File: src/rtl/extmem_pkg.sv
package extmem_pkg;

    localparam int DATA_W    = 32;
    localparam int ADDR_W    = 32;
    localparam int EXT_AW    = 23;
    localparam int NUM_BANKS = 4;
    localparam int BANK_LSB  = 21;
    localparam int WAIT_W    = 4;
    localparam int CHK_W     = 7;
    localparam int NUM_HALVES = 2;
    localparam int LANES     = DATA_W / 8;
    localparam int BANK_W    = $clog2(NUM_BANKS);
    localparam int HI_W      = ADDR_W - EXT_AW;
    localparam int HALF_BIT  = ADDR_W - 4;

    typedef enum logic [1:0] {
        AREA_NONE,
        AREA_PROM,
        AREA_IO,
        AREA_SRAM
    } area_e;

    typedef enum logic [2:0] {
        ST_IDLE,
        ST_MEM,
        ST_IOWAIT,
        ST_IOLAST,
        ST_DONE
    } state_e;

    typedef struct packed {
        area_e              area;
        logic [BANK_W-1:0]  bank;
        logic               half;
        logic               wr;
        logic               narrow;
        logic               prot;
        logic [LANES-1:0]   be;
        logic [DATA_W-1:0]  wdata;
        logic [CHK_W:0]     cb;
    } acc_t;

    // Area from the address bits above the external address range.
    function automatic area_e area_of(input logic [HI_W-1:0] hi);
        area_e a;
        a = AREA_NONE;
        unique case (hi[HI_W-1 -: 3])
            3'b000: a = AREA_PROM;
            3'b001: a = AREA_IO;
            3'b010: a = (hi[HI_W-4:0] == '0) ? AREA_SRAM : AREA_NONE;
            default: a = AREA_NONE;
        endcase
        return a;
    endfunction

    // Active-high strobe per lane; strobe 0 covers the most significant byte.
    function automatic logic [LANES-1:0] lane_strobes(input logic [LANES-1:0] be,
                                                      input logic narrow);
        logic [LANES-1:0] s;
        for (int i = 0; i < LANES; i++) begin
            s[i] = be[LANES-1-i];
        end
        if (narrow) begin
            s = {{(LANES-1){1'b0}}, be[0]};
        end
        return s;
    endfunction

    // Data as it appears on the external bus.
    function automatic logic [DATA_W-1:0] place_data(input logic [DATA_W-1:0] d,
                                                     input logic narrow);
        return narrow ? {d[7:0], {(DATA_W-8){1'b0}}} : d;
    endfunction

    // Read data as returned to the requester.
    function automatic logic [DATA_W-1:0] gather_data(input logic [DATA_W-1:0] d,
                                                      input logic narrow);
        return narrow ? {{(DATA_W-8){1'b0}}, d[DATA_W-1 -: 8]} : d;
    endfunction

endpackage

File: src/rtl/extmem_decode.sv
module extmem_decode
    import extmem_pkg::*;
(
    input  logic [HI_W-1:0]    addr_hi,
    input  logic [BANK_W-1:0]  addr_bank,
    input  logic               write,
    input  logic [LANES-1:0]   be,
    input  logic [DATA_W-1:0]  wdata,
    input  logic [CHK_W-1:0]   chk,
    input  logic               prom_narrow,
    input  logic               io_narrow,
    input  logic               protect,
    input  logic               test_bit,
    output acc_t               dec
);

    area_e area;
    logic  narrow;

    always_comb begin
        area   = area_of(addr_hi);
        narrow = ((area == AREA_PROM) && prom_narrow) ||
                 ((area == AREA_IO)   && io_narrow);

        dec        = '0;
        dec.area   = area;
        dec.bank   = addr_bank;
        dec.half   = addr_hi[HI_W-4];
        dec.wr     = write;
        dec.narrow = narrow;
        dec.prot   = protect && !narrow &&
                     ((area == AREA_SRAM) || (area == AREA_PROM));
        dec.be     = be;
        dec.wdata  = wdata;
        dec.cb     = {test_bit, chk};
    end

endmodule

File: src/rtl/extmem_seq.sv
module extmem_seq
    import extmem_pkg::*;
(
    input  logic               clk,
    input  logic               rst,
    input  logic               req_valid,
    input  acc_t               dec,
    input  logic [EXT_AW-1:0]  ext_addr,
    input  logic [WAIT_W-1:0]  cfg_waits,
    input  logic               io_ready_n,
    input  logic [DATA_W-1:0]  mem_d_in,
    output state_e             state,
    output acc_t               acc,
    output logic [EXT_AW-1:0]  mem_addr,
    output logic               ack,
    output logic               bus_err,
    output logic [DATA_W-1:0]  rdata
);

    logic [WAIT_W-1:0] cnt;
    logic              err_q;

    always_ff @(posedge clk) begin
        if (rst) begin
            state    <= ST_IDLE;
            acc      <= '0;
            cnt      <= '0;
            mem_addr <= '0;
            err_q    <= 1'b0;
            rdata    <= '0;
        end else begin
            unique case (state)
                ST_IDLE: begin
                    if (req_valid) begin
                        if (dec.area == AREA_NONE) begin
                            err_q <= 1'b1;
                            state <= ST_DONE;
                        end else begin
                            err_q    <= 1'b0;
                            acc      <= dec;
                            mem_addr <= ext_addr;
                            cnt      <= cfg_waits;
                            state    <= (dec.area == AREA_IO) ? ST_IOWAIT : ST_MEM;
                        end
                    end
                end
                ST_MEM: begin
                    if (cnt == '0) begin
                        rdata <= gather_data(mem_d_in, acc.narrow);
                        state <= ST_DONE;
                    end else begin
                        cnt <= cnt - 1'b1;
                    end
                end
                ST_IOWAIT: begin
                    if (!io_ready_n) begin
                        state <= ST_IOLAST;
                    end
                end
                ST_IOLAST: begin
                    rdata <= gather_data(mem_d_in, acc.narrow);
                    state <= ST_DONE;
                end
                ST_DONE: begin
                    state <= ST_IDLE;
                end
                default: begin
                    state <= ST_IDLE;
                end
            endcase
        end
    end

    assign ack     = (state == ST_DONE);
    assign bus_err = ack && err_q;

endmodule

File: src/rtl/extmem_strobe.sv
module extmem_strobe
    import extmem_pkg::*;
(
    input  state_e                  state,
    input  acc_t                    acc,
    output logic [NUM_BANKS-1:0]    sram_cs_n,
    output logic [NUM_BANKS-1:0]    sram_oe_n,
    output logic [LANES-1:0]        wr_n,
    output logic [NUM_HALVES-1:0]   prom_cs_n,
    output logic                    io_cs_n,
    output logic                    io_oe_n,
    output logic                    io_rd,
    output logic                    io_wr_n,
    output logic [DATA_W-1:0]       mem_d_out,
    output logic                    mem_d_oe,
    output logic [CHK_W:0]          cb_out,
    output logic                    cb_oe
);

    logic             active;
    logic             sram_acc;
    logic             prom_acc;
    logic             io_acc;
    logic [LANES-1:0] lane_on;

    always_comb begin
        active   = (state == ST_MEM) || (state == ST_IOWAIT) || (state == ST_IOLAST);
        sram_acc = active && (acc.area == AREA_SRAM);
        prom_acc = active && (acc.area == AREA_PROM);
        io_acc   = active && (acc.area == AREA_IO);
        lane_on  = lane_strobes(acc.be, acc.narrow);
    end

    for (genvar b = 0; b < NUM_BANKS; b++) begin : g_bank
        always_comb begin
            sram_cs_n[b] = !(sram_acc && (acc.bank == b[BANK_W-1:0]));
            sram_oe_n[b] = !(sram_acc && (acc.bank == b[BANK_W-1:0]) && !acc.wr);
        end
    end

    for (genvar h = 0; h < NUM_HALVES; h++) begin : g_half
        always_comb begin
            prom_cs_n[h] = !(prom_acc && (acc.half == h[0]));
        end
    end

    for (genvar l = 0; l < LANES; l++) begin : g_lane
        always_comb begin
            wr_n[l] = !((sram_acc || prom_acc) && acc.wr && lane_on[l]);
        end
    end

    always_comb begin
        io_cs_n   = !io_acc;
        io_oe_n   = !(io_acc && !acc.wr);
        io_rd     = io_acc && !acc.wr;
        io_wr_n   = !(io_acc && acc.wr);
        mem_d_oe  = active && acc.wr;
        mem_d_out = place_data(acc.wdata, acc.narrow);
        cb_oe     = active && acc.wr && acc.prot;
        cb_out    = acc.cb;
    end

endmodule

File: src/rtl/extmem_bus_ctrl.sv
module extmem_bus_ctrl
    import extmem_pkg::*;
(
    input  logic                    clk,
    input  logic                    rst,
    input  logic                    req_valid,
    input  logic                    req_write,
    input  logic [ADDR_W-1:0]       req_addr,
    input  logic [DATA_W-1:0]       req_wdata,
    input  logic [LANES-1:0]        req_be,
    input  logic [CHK_W-1:0]        req_chk,
    output logic                    ack,
    output logic                    bus_err,
    output logic [DATA_W-1:0]       rdata,
    input  logic [WAIT_W-1:0]       cfg_waits,
    input  logic                    cfg_prom_narrow,
    input  logic                    cfg_io_narrow,
    input  logic                    cfg_protect,
    input  logic                    cfg_test_bit,
    output logic [EXT_AW-1:0]       mem_addr,
    output logic [DATA_W-1:0]       mem_d_out,
    output logic                    mem_d_oe,
    input  logic [DATA_W-1:0]       mem_d_in,
    output logic [CHK_W:0]          cb_out,
    output logic                    cb_oe,
    output logic [NUM_BANKS-1:0]    sram_cs_n,
    output logic [NUM_BANKS-1:0]    sram_oe_n,
    output logic [LANES-1:0]        wr_n,
    output logic [NUM_HALVES-1:0]   prom_cs_n,
    output logic                    io_cs_n,
    output logic                    io_oe_n,
    output logic                    io_rd,
    output logic                    io_wr_n,
    input  logic                    io_ready_n
);

    acc_t   dec;
    acc_t   acc;
    state_e state;

    extmem_decode u_decode (
        .addr_hi     (req_addr[ADDR_W-1:EXT_AW]),
        .addr_bank   (req_addr[BANK_LSB +: BANK_W]),
        .write       (req_write),
        .be          (req_be),
        .wdata       (req_wdata),
        .chk         (req_chk),
        .prom_narrow (cfg_prom_narrow),
        .io_narrow   (cfg_io_narrow),
        .protect     (cfg_protect),
        .test_bit    (cfg_test_bit),
        .dec         (dec)
    );

    extmem_seq u_seq (
        .clk        (clk),
        .rst        (rst),
        .req_valid  (req_valid),
        .dec        (dec),
        .ext_addr   (req_addr[EXT_AW-1:0]),
        .cfg_waits  (cfg_waits),
        .io_ready_n (io_ready_n),
        .mem_d_in   (mem_d_in),
        .state      (state),
        .acc        (acc),
        .mem_addr   (mem_addr),
        .ack        (ack),
        .bus_err    (bus_err),
        .rdata      (rdata)
    );

    extmem_strobe u_strobe (
        .state     (state),
        .acc       (acc),
        .sram_cs_n (sram_cs_n),
        .sram_oe_n (sram_oe_n),
        .wr_n      (wr_n),
        .prom_cs_n (prom_cs_n),
        .io_cs_n   (io_cs_n),
        .io_oe_n   (io_oe_n),
        .io_rd     (io_rd),
        .io_wr_n   (io_wr_n),
        .mem_d_out (mem_d_out),
        .mem_d_oe  (mem_d_oe),
        .cb_out    (cb_out),
        .cb_oe     (cb_oe)
    );

endmodule

File: config.mk
export PLATFORM = sky130hd
export DESIGN_NAME = extmem_bus_ctrl
export DESIGN_NICKNAME = d
export VERILOG_FILES = /design/src/rtl/extmem_pkg.sv /design/src/rtl/extmem_decode.sv /design/src/rtl/extmem_seq.sv /design/src/rtl/extmem_strobe.sv /design/src/rtl/extmem_bus_ctrl.sv
export SDC_FILE = /design/constraint.sdc
export NUM_CORES = 1
export LEC_CHECK = 0
export ABC_AREA = 1
export ABC_CLOCK_PERIOD_IN_PS = 2070
export BUFFER_PORTS_ARGS = -buffer_cell sky130_fd_sc_hd__buf_2
export CAP_MARGIN = 5
export CELL_PAD_IN_SITES_DETAIL_PLACEMENT = 1
export CELL_PAD_IN_SITES_GLOBAL_PLACEMENT = 2
export CORE_MARGIN = 8
export CORE_UTILIZATION = 25
export CTS_BUF_LIST = sky130_fd_sc_hd__clkbuf_8
export CTS_CLUSTER_SIZE = 20
export DETAILED_ROUTE_END_ITERATION = 12
export HOLD_SLACK_MARGIN = 0.08
export PLACE_DENSITY_LB_ADDON = 0.05
export SYNTH_ARGS = -nofsm -noshare
export SYNTH_HDL_FRONTEND = slang
export SYNTH_HIERARCHICAL = 1
export SYNTH_SLANG_ARGS = --single-unit
File: constraint.sdc
create_clock -name clk -period 2.07 [get_ports clk]
set_input_delay 0.414 -clock clk [delete_from_list [all_inputs] [get_ports clk]]
set_output_delay 0.414 -clock clk [all_outputs]
set_load 0.03 [all_outputs]
==> run summary <==
The final-report hold violation count came out at 0. The worst hold path belongs to the class input pin to register. The transition at the pin with the smallest max-transition slack came out at 0.456 ns. Among all flip-flop cells after synthesis, the most frequent one is sky130_fd_sc_hd__dfxtp_1. The clock net sink count came out at 115.

The via density per instance is 4.22. The final setup skew came out at 0.0146 ns. The count of state elements after synthesis came out at 115. For this design the ratio of total power to cell area is 990 nW/µm². The setup TNS is 0 ns. The total congestion overflow after global routing is 0. The clock group share of total power is 33.3%. The leakage power is 3.69 nW.

Setup violations remaining at the end of the flow were counted as 0. The number of max-cap violations came out at 0. The combined flip-flop and latch cell area came out at 2310 µm². Counting cells, the worst reg-to-reg path comes to 7.

In this run the worst setup path begins at u_seq/acc[45]$_SDFFE_PP0P_. The highest ir drop seen on vdd came out at 0.365 mV. Routability-driven placement finished with a final weighted congestion of 0.701. After filler insertion, the fill cell instance count of the layout stands at 2836.

The die span in y is 165 µm. Entering global routing, the biggest net connects 54 pins. The post-synth net total came out at 941. The number of buffers and inverters on the critical path came out at 2.

The slack of the critical path is 0.0996 ns. The routed length per placed instance came out at 15.2 µm. Among all cell types in the netlist, the one instantiated most often is sky130_fd_sc_hd__nor2_1.

TritonCTS built the clock tree. The net switching share of the total power is 36.2%. The global router's overall resource usage came out at 14.3%. The root buffer cell chosen for the clock tree is sky130_fd_sc_hd__clkbuf_8. The kind of launch point of the worst setup path is a register. The final routed DRC violation total is 0. The share of total power dissipated in combinational logic is 29.0%. Setup slack on the worst reg-to-reg path comes out at 0.37 ns. The clock-pin transition on the worst setup and hold timing paths came out at 0.08 ns. The via count of the first global-routing pass is 5663. The endpoint required time on the critical path came out at 1.66 ns. The detailed router finished its first iteration with 215 violations.

The slowest cell on the critical path is sky130_fd_sc_hd__dfxtp_2. The sequential cell fraction of total power is 37.7%. The worst path in the final design needs a cycle of 1.97 ns, including I/O delays and setup. The initial antenna violation count is 5. The overall power after layout came out at 7.05 mW. Among cell families on the critical path, the largest total delay comes from buffers and inverters. The longest individual stage delay on the worst path is 0.38 ns. The upper clock frequency limit came out at 0.508 GHz. The routed wire length came out at 19700 µm. The internal portion of the total power is 4.50 mW. Port buffering added 236 buffers. The Yosys warning count came out at 6.

By instance count, the cell type seen most on the critical path is sky130_fd_sc_hd__nand2_1. The worst slack after detailed placement came out at 0.0543 ns. The die is 165 µm wide. The routed layout has 5455 vias. The HPWL after detailed placement came out at 14700 µm.

The proportion of register bits with asynchronous set or reset after synthesis is 0%. The critical path ends at wr_n[0]. Of all nets on the critical path, the largest fanout is 53. The gate count after technology mapping came out at 820. The total die area came out at 27300 µm². The area share of the largest cell type after synthesis is 41.3%.

The critical path goes through buf_12 > nand2_1 > nand2_1 > nand4_1 > buf_2. The total area of multi-input combinational cells came out at 2280 µm². The buffer depth of the longest clock path is 2. Counting instances in the post-synthesis netlist gives the leading cell types as sky130_fd_sc_hd__nor2_1 (287), sky130_fd_sc_hd__dfxtp_1 (115), sky130_fd_sc_hd__inv_1 (73), sky130_fd_sc_hd__buf_4 (66), sky130_fd_sc_hd__o21ai_1 (65). The worst hold margin is 0.190 ns.

Once the floorplan was initialized, standard cells occupied 25.5% of the core. The post-synthesis cell type with the largest combined area is sky130_fd_sc_hd__dfxtp_1. The number of top-level pins came out at 237.

Cells with a size suffix above 1 make up 30.9% of the layout. The endpoint of the most critical register-to-register path is u_seq/rdata[7]$_SDFFE_PP0P_. The mean cell area of the mapped netlist came out at 6.79 µm². The cell area that synthesis handed to floorplanning was 5570 µm². The number of iterations in the first detailed-routing pass is 6. The launch instance of the worst register-to-register path is u_seq/acc[45]$_SDFFE_PP0P_. The net count of the finished layout is 1118.

The worst setup path is of the register to output pin kind. The worst slew slack as a fraction of its limit came out at 69.4%. The relative area change from synthesis to final layout came out at 27.9%. The core region area came out at 21800 µm². The final period utilization is 95.2%. The number of nets still failing antenna checks after routing is 0. The later-pin clock latency in the skew report came out at 0.44 ns. The data arrival time of the critical path came out at 1.56 ns.

The cell depth of the worst setup path is 5. The flow ran to the end, and the final reports show no timing, DRC or antenna violations. The global-route wire length before repair came out at 30500 µm. In this run the power spent charging and discharging nets is 2.55 mW. The total count of max-transition violations in the final report is 0. The deepest level of the CTS H-tree came out at 4. The number of flops mapped to enable cells by yosys came out at 0. Buffers inserted to repair hold after CTS numbered 0. The clock buffer count from CTS came out at 17.

The part of the Yosys area used for sequential elements is 41.3%. By area the synthesized netlist is led by sky130_fd_sc_hd__dfxtp_1 (41%), sky130_fd_sc_hd__nor2_1 (19%), sky130_fd_sc_hd__buf_4 (8.9%), sky130_fd_sc_hd__o21ai_1 (5.8%), sky130_fd_sc_hd__inv_1 (4.9%). The type of element capturing the critical path is an output pin. Setup repair after global routing could not meet its margin everywhere.

After floorplanning, the core was divided into 54 placement rows. The number of unique standard cell types used by synthesis is 30.
==> cell type report <==
cell class,count,area share [%]
clock inverter,14,2.62
multi-input combinational,522,32.0
clock buffer,18,3.48
timing repair buffer,260,20.2
antenna,2,0.0703
tap,280,4.92
inverter,81,4.29
sequential,115,32.4
==> per-layer routing <==
layer | up-vias | share of wire (%) | GRT usage (%)
met3 | 15 | 8.0 | 5.35
met2 | 141 | 48 | 24.3
met1 | 2448 | 43 | 16.7
met4 | 6 | 0.81 | 3.69
li1 | 2845 | - | -
met5 | - | 0.17 | 0
==> stage by stage <==
| stage | utilization (%) | std cells | cell area [µm²] |
|---|---|---|---|
| finish | 32.6 | 1292 | 7120 |
| global placement | 30.5 | 1255 | 6660 |
| global route | 32.6 | 1291 | 7120 |
| floorplan | - | 820 | 5570 |
| detailed placement | 30.5 | 1255 | 6660 |
| CTS | 32.6 | 1290 | 7110 |
==> flip-flops by register name, indices dropped and copies added (netlist names) <==
name and flops:
u_seq/acc 52, u_seq/cnt 4, u_seq/err_q 1, u_seq/mem_addr 23, u_seq/rdata 32, u_seq/state 3
==> tightest hold or removal path: cells and delay by family <==
kind	cells	cell delay (ns)
AND/OR/NAND/NOR	2	0.11
buffers and inverters	1	0.07
==> repair_timing <==
action	in CTS	in global routing
gates resized for setup	1	3
endpoints found under the setup margin	15	7
pin swaps	1	1
buffers inserted	3	0
==> power by group through the flow <==
stage	logic, mW	clock network (mW)	registers [mW]
floorplan	1.13	0	3.03
global placement	2.07	0	2.71
detailed placement	2.07	0	2.71
CTS	2.10	2.46	2.66
global route	2.28	2.56	2.70
finish	2.04	2.35	2.66
==> cells by family (layout without fill, tap and decap cells) <==
logic type / after synthesis / count (layout) / synth area share (%)
XOR/XNOR: 1 / 1 / 0.157
other: 0 / 2 / 0
AO/OA/AOI/OAI: 127 / 127 / 12.0
adder cells (fa/ha/maj): 1 / 1 / 0.225
flip-flops: 115 / 115 / 41.3
AND/OR/NAND/NOR: 393 / 393 / 28.4
buffers and inverters: 183 / 373 / 17.9
==> worst min-delay path by stage <==
| stage | from | endpoint | cells past startpoint |
|---|---|---|---|
| 4_1_cts | req_wdata[23] | u_seq/acc[31]$_SDFFE_PP0P_ | 3 |
| 3_3_place_gp | u_seq/rdata[21]$_SDFFE_PP0P_ | u_seq/rdata[21]$_SDFFE_PP0P_ | 2 |
| 6_report | req_wdata[18] | u_seq/acc[26]$_SDFFE_PP0P_ | 3 |
| 2_1_floorplan | u_seq/err_q$_SDFFE_PP0P_ | u_seq/err_q$_SDFFE_PP0P_ | 2 |
| 5_1_grt | req_wdata[16] | u_seq/acc[24]$_SDFFE_PP0P_ | 3 |
| 3_5_place_dp | u_seq/rdata[27]$_SDFFE_PP0P_ | u_seq/rdata[27]$_SDFFE_PP0P_ | 2 |
==> cell usage in the layout (no fill, tap or decap), types with 2 or more instances in the layout <==
cell	Yosys	layout
sky130_fd_sc_hd__o21ai_1	65	65
sky130_fd_sc_hd__o21a_1	8	8
sky130_fd_sc_hd__nand4_1	11	11
sky130_fd_sc_hd__nand2_2	3	2
sky130_fd_sc_hd__nand2_1	59	59
sky130_fd_sc_hd__a21oi_1	4	4
sky130_fd_sc_hd__clkinv_2	0	4
sky130_fd_sc_hd__diode_2	0	2
sky130_fd_sc_hd__clkinvlp_4	0	4
sky130_fd_sc_hd__buf_2	8	235
sky130_fd_sc_hd__inv_2	7	7
sky130_fd_sc_hd__inv_1	73	73
sky130_fd_sc_hd__buf_4	66	19
sky130_fd_sc_hd__o21ai_0	46	46
sky130_fd_sc_hd__bufinv_16	0	4
sky130_fd_sc_hd__nor2_2	4	4
sky130_fd_sc_hd__nand3_1	22	22
sky130_fd_sc_hd__nor2_1	287	286
sky130_fd_sc_hd__clkbuf_8	3	18
sky130_fd_sc_hd__buf_12	0	6
sky130_fd_sc_hd__nor2_4	3	4
sky130_fd_sc_hd__dfxtp_1	115	113
No activity file was read; power rests on OpenSTA's default activity.
